`src/rtl/wbuf_pkg.sv`:
```
package wbuf_pkg;
    localparam int DATA_W = 128;
    localparam int MASK_W = DATA_W / 8;
    localparam int COLS   = 64;
    localparam int COL_W  = $clog2(COLS);
    localparam int BANK_W = 5;

    typedef enum logic [1:0] {
        CMD_NOP = 2'd0,
        CMD_RD  = 2'd1,
        CMD_WR  = 2'd2,
        CMD_RSV = 2'd3
    } col_cmd_e;

    typedef struct packed {
        logic              valid;
        logic [BANK_W-1:0] bank;
        logic [COL_W-1:0]  col;
        logic [DATA_W-1:0] data;
        logic [MASK_W-1:0] mask;
    } slot_t;

    typedef struct packed {
        logic              ret_en;
        logic [BANK_W-1:0] bank;
        logic [COL_W-1:0]  col;
        logic [DATA_W-1:0] data;
        logic [MASK_W-1:0] mask;
        logic              hazard;
    } drain_out_t;
endpackage

```
`src/rtl/wbuf_slot_policy.sv`:
```
module wbuf_slot_policy
    import wbuf_pkg::*;
(
    input  logic     cmd_valid,
    input  col_cmd_e cmd_op,
    input  logic     cmd_self,
    input  logic     slot_valid,
    input  logic     addr_match,
    output logic     retire,
    output logic     capture,
    output logic     hazard
);
    logic is_rd;
    logic is_wr;
    logic is_nop;
    logic slot_ok;

    always_comb begin
        is_rd   = cmd_valid && (cmd_op == CMD_RD);
        is_wr   = cmd_valid && (cmd_op == CMD_WR);
        is_nop  = cmd_valid && (cmd_op == CMD_NOP);
        // a read to this device holds the internal data path
        slot_ok = is_nop || is_wr || (is_rd && !cmd_self);
        retire  = slot_valid && slot_ok;
        capture = is_wr && cmd_self;
        hazard  = is_rd && cmd_self && slot_valid && addr_match;
    end
endmodule

```
`src/rtl/wbuf_slot.sv`:
```
module wbuf_slot
    import wbuf_pkg::*;
(
    input  logic              clk,
    input  logic              rst_n,
    input  logic              capture,
    input  logic              retire,
    input  logic [BANK_W-1:0] in_bank,
    input  logic [COL_W-1:0]  in_col,
    input  logic [DATA_W-1:0] in_data,
    input  logic [MASK_W-1:0] in_mask,
    output slot_t             slot_o
);
    slot_t slot_d, slot_q;

    always_comb begin
        slot_d = slot_q;
        if (retire) begin
            slot_d.valid = 1'b0;
        end
        if (capture) begin
            slot_d.valid = 1'b1;
            slot_d.bank  = in_bank;
            slot_d.col   = in_col;
            slot_d.data  = in_data;
            slot_d.mask  = in_mask;
        end
    end

    always_ff @(posedge clk) begin
        if (!rst_n) begin
            slot_q <= '0;
        end else begin
            slot_q <= slot_d;
        end
    end

    assign slot_o = slot_q;

    assert_capture_fills_R1: assert property (@(posedge clk) disable iff (!rst_n)
        capture |=> slot_q.valid);
    assert_retire_empties_R5: assert property (@(posedge clk) disable iff (!rst_n)
        (retire && !capture) |=> !slot_q.valid);
    assert_idle_holds_R4: assert property (@(posedge clk) disable iff (!rst_n)
        (!retire && !capture) |=> $stable(slot_q));
endmodule

```
`src/rtl/wbuf_retire_ctrl.sv`:
```
module wbuf_retire_ctrl
    import wbuf_pkg::*;
(
    input  logic              clk,
    input  logic              rst_n,
    input  logic              cmd_valid,
    input  logic [1:0]        cmd_op,
    input  logic              cmd_self,
    input  logic [BANK_W-1:0] cmd_bank,
    input  logic [COL_W-1:0]  cmd_col,
    input  logic [DATA_W-1:0] cmd_data,
    input  logic [MASK_W-1:0] cmd_mask,
    output logic              ret_en,
    output logic [BANK_W-1:0] ret_bank,
    output logic [COL_W-1:0]  ret_col,
    output logic [DATA_W-1:0] ret_data,
    output logic [MASK_W-1:0] ret_mask,
    output logic              rd_hazard,
    output logic              pending
);
    slot_t      slot;
    logic       retire;
    logic       capture;
    logic       hazard;
    logic       addr_match;
    col_cmd_e   op;
    drain_out_t out_d, out_q;

    assign op         = col_cmd_e'(cmd_op);
    assign addr_match = (slot.bank == cmd_bank) && (slot.col == cmd_col);

    wbuf_slot_policy u_policy (
        .cmd_valid  (cmd_valid),
        .cmd_op     (op),
        .cmd_self   (cmd_self),
        .slot_valid (slot.valid),
        .addr_match (addr_match),
        .retire     (retire),
        .capture    (capture),
        .hazard     (hazard)
    );

    wbuf_slot u_slot (
        .clk     (clk),
        .rst_n   (rst_n),
        .capture (capture),
        .retire  (retire),
        .in_bank (cmd_bank),
        .in_col  (cmd_col),
        .in_data (cmd_data),
        .in_mask (cmd_mask),
        .slot_o  (slot)
    );

    always_comb begin
        out_d        = out_q;
        out_d.ret_en = retire;
        out_d.hazard = hazard;
        if (retire) begin
            // the old entry leaves before any same-edge capture replaces it
            out_d.bank = slot.bank;
            out_d.col  = slot.col;
            out_d.data = slot.data;
            out_d.mask = slot.mask;
        end
    end

    always_ff @(posedge clk) begin
        if (!rst_n) begin
            out_q <= '0;
        end else begin
            out_q <= out_d;
        end
    end

    assign ret_en    = out_q.ret_en;
    assign ret_bank  = out_q.bank;
    assign ret_col   = out_q.col;
    assign ret_data  = out_q.data;
    assign ret_mask  = out_q.mask;
    assign rd_hazard = out_q.hazard;
    assign pending   = slot.valid;

    assert_no_self_read_drain_R4: assert property (@(posedge clk) disable iff (!rst_n)
        (cmd_valid && cmd_op == 2'd1 && cmd_self) |=> !ret_en);
    assert_strobe_needs_entry_R5: assert property (@(posedge clk) disable iff (!rst_n)
        ret_en |-> $past(pending));
    assert_pending_after_drain_R6: assert property (@(posedge clk) disable iff (!rst_n)
        ret_en |-> (pending == $past(cmd_valid && cmd_op == 2'd2 && cmd_self)));
    assert_hazard_source_R7: assert property (@(posedge clk) disable iff (!rst_n)
        rd_hazard |-> $past(cmd_valid && cmd_op == 2'd1 && cmd_self && pending));
    assert_hazard_excl_strobe_R7: assert property (@(posedge clk) disable iff (!rst_n)
        !(rd_hazard && ret_en));
    assert_reserved_inert_R8: assert property (@(posedge clk) disable iff (!rst_n)
        (cmd_valid && cmd_op == 2'd3) |=> (!ret_en && !rd_hazard && $stable(pending)));
endmodule

```
`config.mk`:
```
export PLATFORM = sky130hd
export DESIGN_NAME = wbuf_retire_ctrl
export DESIGN_NICKNAME = d
export VERILOG_FILES = /design/src/rtl/wbuf_pkg.sv /design/src/rtl/wbuf_slot_policy.sv /design/src/rtl/wbuf_slot.sv /design/src/rtl/wbuf_retire_ctrl.sv
export SDC_FILE = /design/constraint.sdc
export NUM_CORES = 1
export LEC_CHECK = 0
export BUFFER_PORTS_ARGS = -buffer_cell sky130_fd_sc_hd__buf_4
export CELL_PAD_IN_SITES_DETAIL_PLACEMENT = 1
export CELL_PAD_IN_SITES_GLOBAL_PLACEMENT = 1
export CORE_MARGIN = 2
export CORE_UTILIZATION = 39
export DETAILED_ROUTE_END_ITERATION = 8
export PLACE_DENSITY_LB_ADDON = 0.1
export SETUP_SLACK_MARGIN = 0.02
export SKIP_LAST_GASP = 1
export SYNTH_ARGS = -nofsm -noshare
export SYNTH_HDL_FRONTEND = slang
export SYNTH_SLANG_ARGS = --single-unit
```
`constraint.sdc`:
```
create_clock -name clk -period 1.4 [get_ports clk]
set_input_delay 0.07 -clock clk [delete_from_list [all_inputs] [get_ports clk]]
set_output_delay 0.07 -clock clk [all_outputs]
set_load 0.005 [all_outputs]
```
# --- Word level (Yosys, flattened, before mapping) ---
# Index checks and enable logic that the tools add are counted.
totals:
  regBits: 313
  input_bits: 161
  output_inout_bits: 158
  word_cells: 32
op_classes:
  n_eq_ne: 4
  muxes: 2
  n_reduce_logical: 15
ops:
  columns: ["op", "count"]
  rows:
  - ["$mux W156", 1]
  - ["$logic_and A1 B1 Y1", 10]
  - ["$eq A6 B6 Y1", 1]
  - ["$eq A5 B5 Y1", 1]
  - ["$eq A2 B1 Y1 const B", 1]
  - ["$eq A2 B2 Y1 const B", 1]
  - ["$logic_not A2 Y1", 1]
  - ["$logic_or A1 B1 Y1", 2]
  - ["$reduce_bool A2 Y1", 1]
  - ["$logic_not A1 Y1", 1]
  - ["$mux W1", 1]

# --- Longest topological paths before layout ---
# Gate-level depths: netlist (run 1).
depth:
  ltp_word: 7
  mapped_depth: 6
  depth_no_buf: 3

# --- Modules after synthesis ---
# From an unflattened synthesis (run 1), not the netlist that was laid out.
unflattened:
  hier_cells: 1027
  area_unflattened_um2: 12266.8
modules_own_cells:
  columns: ["module", "n_inst", "cells_each", "area_each_um2", "seq_area_each_um2"]
  rows:
  - ["wbuf_retire_ctrl", 1, 519, 6173.4, 3143.0]
  - ["wbuf_slot", 1, 503, 6053.3, 3123.0]
  - ["wbuf_slot_policy", 1, 5, 40.0, 0.0]

# --- Least setup slack after synthesis (run 1) ---
# OpenSTA, ideal clock, no wires.
synth_path:
  path_type: "register to register"
  startpoint: "reg u_slot.slot_q, in the netlist u_slot.slot_o[155]"
  endpoint: "reg out_q, in the netlist ret_en"
  setup_ps: 115
  t_arrival_ps: 1041
  required_ps: 1285
  setup_slack_ps: 243
  stages_incl_launch_ff: 6
  n_path_buf: 3
  period_less_slack_ps: 1157
  path_cell_list: "dfxtp_1 and2_1 buf_2 buf_4 buf_2 and3_1"
synth_between:
  elab_chain_len: 1
synth_lines:
  columns: ["element", "line", "source"]
  rows:
  - ["start, declared", "wbuf_slot.sv:14", "slot_t slot_d, slot_q;"]
  - ["start signal, assigned", "wbuf_slot.sv:34", "slot_q <= slot_d;"]
  - ["$logic_and A1 B1 Y1", "wbuf_slot_policy.sv:24", "retire = slot_valid && slot_ok;"]
  - ["end signal, assigned", "wbuf_retire_ctrl.sv:72", "out_q <= out_d;"]
  - ["end, declared", "wbuf_retire_ctrl.sv:27", "drain_out_t out_d, out_q;"]
# No other way between the ends.
# A chain may end at the register's enable or synchronous reset.

# --- Final worst setup path (run 1) ---
layout_path:
  startpoint: "in cmd_op[0]"
  endpoint: "reg u_slot.slot_q, in the netlist u_slot.slot_o[71]"
layout_between:
  elab_chain_len: 3
layout_lines:
  columns: ["element", "line", "source"]
  rows:
  - ["start, declared", "wbuf_retire_ctrl.sv:7", "input logic [1:0] cmd_op,"]
  - ["$eq A2 B2 Y1", "wbuf_slot_policy.sv:20", "is_wr = cmd_valid && (cmd_op == CMD_WR);"]
  - ["$logic_and A1 B1 Y1", "wbuf_slot_policy.sv:20", null]
  - ["$logic_and A1 B1 Y1", "wbuf_slot_policy.sv:25", "capture = is_wr && cmd_self;"]
# No other way between the ends.

==> out/results.ini, run 1 <==
[setup_path]
end_kind = register
crit_required_ns = 1.84
rr_worst_depth = 3
worst-path-max-fanout = 61
cp-start-kind = primary input
cp.arrival_ns = 1.85
crit_type = in -> reg

[synth]
syn-num-nets = 1568
synth-seq-cells = 313
syn_area_um2 = 12200
ys_types = 20
syn_avg_cell_area_um2 = 8.64
ys_warn_count = 0
syn-instance-count = 1407
ys_seq_area_share_pct = 51.6

[clock_tree]
clock-root-buffer = clkbuf_16
insertion_delay_ns = 0.50
htreeDepth = 2
clk_path_buf_depth = 3
clk_pin_slew_ns = 0.06
cts_tree = built
cts_buffers = 35
cts_sinks = 313

[worst_hold_path]
min_path_type = in -> reg
holdPathStages = 4

[finish]
final-instance-count-excl-fill = 2262
nNetsFinal = 2000
drive_gt1_share_pct = 22.4
finalInstanceArea_um2 = 18000
fill_cells = 3464
area_growth_pct = 47.8

[global_route]
top_usage_layer = met2
grt_overflow_total = 0
use_met1_pct = 31.3
grt_max_degree = 62
grt_util_met3_pct = 4.22
grt_pass1_wl_um = 65600
grt_use_met2_pct = 41.9
grt_use_total_pct = 24.5
first_global_vias = 12200
antenna_found_initial = 3

[sta]
min_period_ns = 1.41
skew_ns = 0.00836
setup_slack_ns = -0.00835
rsz0062_at_grt = yes
worst_pin_slew_ns = 0.352
relSlewSlack_pct = 76.5
setup-violations-final = 1
fin_crit_sh_pct = 101
finalHoldViolations = 0
whs_ns = 0.0589
report.final.slew_viol_count = 0
fmax_mhz = 710

[floorplan]
start_util_pct = 39.6
fp.dieH_um = 181
rows = 64
dieArea_um2 = 32600
die_x_um = 181
coreArea_um2 = 30700
io_pins = 319

[drt]
vias_per_cell = 5.22
dr.pass1.iters = 4
remaining_drc_errors = 0
finalWirelength_um = 42000
drtAntennaViolNets = 0
via_count = 11800
wire_per_inst_um = 18.6
drt-initial-drc-count = 679

[run_status]
outcome = finished with violations
violations = negative setup slack

[placed_design]
port_buffers = 318
post-place-ws_ns = 0.119
placed_area_um2 = 15000
gp_congestion = 0.746
dp_cells = 2021
dp_hpwl_um = 24700

[job]
max-cap-violations = 0

[pwr]
p_leak_uw = 0.00693
power_uw = 19700
p_per_area_nw_per_um2 = 1100
vdd_drop_max_mv = 0.674

==> final timing paths <==
kind,start,to,slack (ns)
hold / removal,cmd_op[0],rd_hazard,0.06
setup reg to reg,u_slot.slot_o[71],u_slot.slot_o[71],0.15
hold reg to reg,u_slot.slot_o[58],u_slot.slot_o[58],0.45
setup / recovery,cmd_op[0],u_slot.slot_o[71],-0.008
==> state kept, by name, summed over array words and instances (netlist names) <==
register	flops
u_slot.slot_o	156
ret_data	128
ret_mask	16
ret_col	6
ret_bank	5
rd_hazard	1
ret_en	1
==> area by class of cell <==
class                      count  area (um^2)  share of cell area [%]
tap                          396          495                    2.76
clock buffer                  57         1070                    5.96
sequential                   313         6270                    34.9
multi-input combinational    956         5270                    29.3
timing repair buffer         533         4800                    26.8
clock inverter                 4         45.0                   0.251
antenna                        3         7.51                  0.0418
==> stage by stage <==
stage	TNS, ns	utilization (%)
2_1_floorplan	0	-
3_3_place_gp	0	49.0
3_5_place_dp	0	49.0
4_1_cts	0	58.2
5_1_grt	-0.0399	58.6
6_report	-0.00835	58.6
==> kinds of logic (layout without fill, tap and decap cells) <==
| kind of cell | after synthesis | count (layout) | synth area share, % |
|---|---|---|---|
| XOR/XNOR | 11 | 11 | 0.793 |
| buffers and inverters | 138 | 594 | 5.35 |
| AND/OR/NAND/NOR | 476 | 476 | 16.5 |
| other | 0 | 3 | 0 |
| flip-flops | 313 | 313 | 51.6 |
| AO/OA/AOI/OAI | 469 | 469 | 25.8 |
==> critical path: stages <==
cell and delay, ns:
buf_4 0.14, and4b_4 0.41, buf_16 0.27, nand2_1 0.13, a21boi_1 0.20, dlygate4sd3_1 0.59
==> where the power goes <==
part	internal (uW)	switching [uW]	leakage [uW]	total [uW]
Clock	5400	3560	0.000548	8960
Sequential	9010	54.2	0.00253	9060
Combinational	928	739	0.00385	1670
Total	15300	4350	0.00693	19700
==> cells in the final DEF (no fill, tap or decap), drive strengths merged, types with 3 or more instances in the layout <==
cell type    synthesis  routed
buf                 75     360
dfxtp              313     313
nand2              311     311
a21boi             311     311
dlygate4sd3          0     170
nand3              156     156
o21ai              156     156
clkbuf              63      60
xnor2               11      11
diode                0       3
nand4                3       3
clkinv               0       3
==> synth_stat cells <==
master	number	share of area, %
clkbuf_1	63	1.9
buf_6	1	0.093
dfxtp_1	313	52
xnor2_1	11	0.79
a21boi_0	11	0.68
nor4_1	1	0.052
a21boi_1	300	19
buf_2	61	2.5
nand2_1	311	9.6
and2_1	1	0.052
nand3_1	156	6.4
o21a_1	2	0.12
o21ai_1	1	0.041
and3_1	1	0.052
and4b_1	1	0.082
nand4b_1	1	0.072
nor2b_1	1	0.052
nand4_1	3	0.15
o21ai_0	155	6.4
buf_4	13	0.80
==> timing repair <==
action / CTS / global route
endpoints found under the setup margin: 0 / 11
hold buffers: 170 / 0
buffers inserted: 0 / 5
endpoints found under the hold margin: 171 / 0
gates resized for setup: 0 / 4
==> metal layers <==
layer  share of wire (%)  up-vias
met5                   0        -
met4                 3.1        0
met3                 4.5       82
met2                  48      296
met1                  44     5785
li1                    -     5647
Note: power is estimated with default switching activity, not from simulation.
==> run 2: changes to the inputs <==
--- a/config.mk
+++ b/config.mk
@@ -9,11 +9,11 @@
 export CELL_PAD_IN_SITES_DETAIL_PLACEMENT = 1
 export CELL_PAD_IN_SITES_GLOBAL_PLACEMENT = 1
 export CORE_MARGIN = 2
-export CORE_UTILIZATION = 39
+export CORE_UTILIZATION = 41
 export DETAILED_ROUTE_END_ITERATION = 8
 export PLACE_DENSITY_LB_ADDON = 0.1
 export SETUP_SLACK_MARGIN = 0.02
-export SKIP_LAST_GASP = 1
 export SYNTH_ARGS = -nofsm -noshare
 export SYNTH_HDL_FRONTEND = slang
+export SYNTH_HIERARCHICAL = 1
 export SYNTH_SLANG_ARGS = --single-unit
==> run 2 against run 1 <==
Against the previous run:
- the flow finishes with violations (negative hold slack, negative setup slack)
- synthesized area is 0.93% higher
- die area shrank 3.9%
- hold slack lost 0.18 ns
- combinational power down 12%
- final cell count is 14% lower
- non-clock buffer count grew 6
- worst setup slack improved by 0.00076 ns
- total power shrank 1.4%
- utilization grew 2.5 points
- sequential cell count is the same
==> out/results.ini, run 2 <==
[run_status]
outcome = finished with violations
violations = negative hold slack, negative setup slack

[sta]
relSlewSlack_pct = 81.0
worst_pin_slew_ns = 0.285
min_period_ns = 1.41
report.final.slew_viol_count = 0
fin_crit_sh_pct = 101
setup-violations-final = 1
fmax_mhz = 710
skew_ns = 0.00987
rsz0062_at_grt = yes
finalHoldViolations = 1
whs_ns = -0.117
setup_slack_ns = -0.00759

[setup_path]
rr_worst_depth = 5
cp.arrival_ns = 1.79
reg2reg_to = ret_mask[3]
crit_required_ns = 1.78
cp-start-kind = register
end_kind = register
crit_family = simple AND/OR/NAND/NOR gates
timing.rr.start = u_slot/slot_o[155]
worst-path-max-fanout = 10
crit_type = reg -> reg
startpoint = u_slot/slot_o[155]
cpPeakStageDelay_ns = 0.33
path_cells = and3_4 -> buf_12 -> buf_6 -> mux2i_1 -> nor2b_1
slowest_stage = dfxtp_2
cp_num_buf_inv = 2
r2r_setup_slack_ns = -0.008

[floorplan]
dieArea_um2 = 31300
start_util_pct = 41.5
die_x_um = 177
rows = 63
coreArea_um2 = 29600
io_pins = 319
fp.dieH_um = 177

[drt]
dr.pass1.iters = 4
drtAntennaViolNets = 0
vias_per_cell = 4.66
drt-initial-drc-count = 257
wire_per_inst_um = 17.5
via_count = 9103
remaining_drc_errors = 0
finalWirelength_um = 34200

[worst_hold_path]
min_to = rd_hazard
holdPathStages = 3
hp-start = cmd_op[1]
min_path_type = in -> reg

[pwr]
pwr-share-comb_pct = 7.6
p_per_area_nw_per_um2 = 1080
p_seq_share_pct = 46.8
vdd_drop_max_mv = 0.969
p_leak_uw = 0.00669
p_int_uw = 15200
switching_share_pct = 21.7
pwr-share-clk_pct = 45.6
p_sw_uw = 4200

[clock_tree]
cts_buffers = 36
clk_pin_slew_ns = 0.06
insertion_delay_ns = 0.51
clock-root-buffer = clkbuf_16
htreeDepth = 2
cts_tree = built
ctsHoldBuffers = 170
cts_sinks = 313
clk_path_buf_depth = 3

[finish]
drive_gt1_share_pct = 28.6
nNetsFinal = 1695
largest_reg_flops = 156
layout_common_cells = buf_4, nor2b_1, dfxtp_1, mux2i_1, dlygate4sd3_1
final_common_cell = buf_4
final_core_util_pct = 61.0
area_growth_pct = 47.1

[synth]
yosysTopAreaCellShare_pct = 51.1
synth_edf_count = 0
synth.area.top_cells = dfxtp_1, mux2i_1, nor2b_1
ys_warn_count = 6
syn-num-nets = 1188
ys_async_sr_fraction_pct = 0
synth-seq-cells = 313
post-synth-top-count-cell = dfxtp_1
synth_common_cells = dfxtp_1, nor2b_1, mux2i_1, clkbuf_1, buf_12
ys_seq_area_share_pct = 51.1
syn_area_um2 = 12300
synth_top_flop_cell = dfxtp_1
yosysTopAreaCell = dfxtp_1
syn_avg_cell_area_um2 = 11.9
syn-instance-count = 1027
ys_types = 19

[placed_design]
post-place-ws_ns = -0.0319
dp_hpwl_um = 21000
gp_congestion = 0.730
port_buffers = 318

[global_route]
grt_overflow_total = 0
grt_max_degree = 70
antenna_found_initial = 1
grt_use_total_pct = 21.0
first_global_vias = 9976
grt_pass1_wl_um = 52500

[job]
max-cap-violations = 0

-- run 2: changes by cell type in the layout (fill, tap and decap cells not counted), moves of 9 or more --
cell and change:
nand2_1 -310, nor2b_1 +310, a21boi_1 -300, mux2i_1 +300
nand3_1 -156, o21ai_0 -154, a21boi_0 -11, mux2i_2 +9
-- run 2: cell type report --
type,count,area [um^2]
fillers,3061,11500
flip-flops and latches,313,6280
multi-input cells,644,5320
repair buffers,539,4850
clock buffers,58,1060
well taps,390,488
clock inverters,7,42.5
diodes,1,2.50
-- run 2: per-stage QoR --
stage	power [uW]	instance area (um^2)	setup TNS, ns	std cells
final	19400	18000	-0.00759	1952
after global routing	20100	18000	-0.152	1952
after CTS	19600	17900	0	1945
after detailed placement	10300	15000	-0.0319	1710
after global placement	10300	15000	0	1710
after floorplan	9810	12300	0	1027
-- run 2: worst max-delay path by stage --
stage,cells past startpoint,end,slack [ns]
2_1_floorplan,6,ret_data[0],0.1
3_3_place_gp,6,rd_hazard,0.009
3_5_place_dp,7,ret_mask[14],-0.03
4_1_cts,6,rd_hazard,0.006
5_1_grt,5,ret_mask[3],-0.08
6_report,5,ret_mask[3],-0.008
-- run 2: per-layer routing --
metal	GRT usage, %	vias to the layer above	share of wire (%)
met1	24.3	4385	41
met5	0	-	0
met2	38.3	230	51
met3	5.03	61	5.6
li1	-	4427	-
met4	5.82	0	2.4
-- run 2: worst min-delay path, cell delays in order --
cell and delay [ns]:
buf_4 0.10, nor3b_2 0.04, and2_1 0.14
-- run 2: cells by family after synthesis --
family | count (synthesis) | share of synthesized area [%]
AOI/OAI and AO/OA | 2 | 0.102
xor gates and xnor gates | 11 | 0.785
buffers and inverters | 70 | 6.30
DFF | 313 | 51.1
muxes | 310 | 25.3
and+or+nand+nor | 321 | 16.4
-- run 2: what timing repair did --
action | CTS | global route
pin swaps | 0 | 5
hold endpoints to repair | 170 | 1
gates cloned | 0 | 1
gates resized for setup | 5 | 28
endpoints found under the setup margin | 3 | 23
buffers inserted | 0 | 5
-- run 2: power groups by stage --
stage               combinational [uW]  clock, uW  sequential (uW)
floorplan                          570          0             9240
global placement                  1030          0             9260
detailed placement                1050          0             9260
CTS                               1440       9120             9070
global route                      1580       9480             9080
finish                            1470       8850             9070
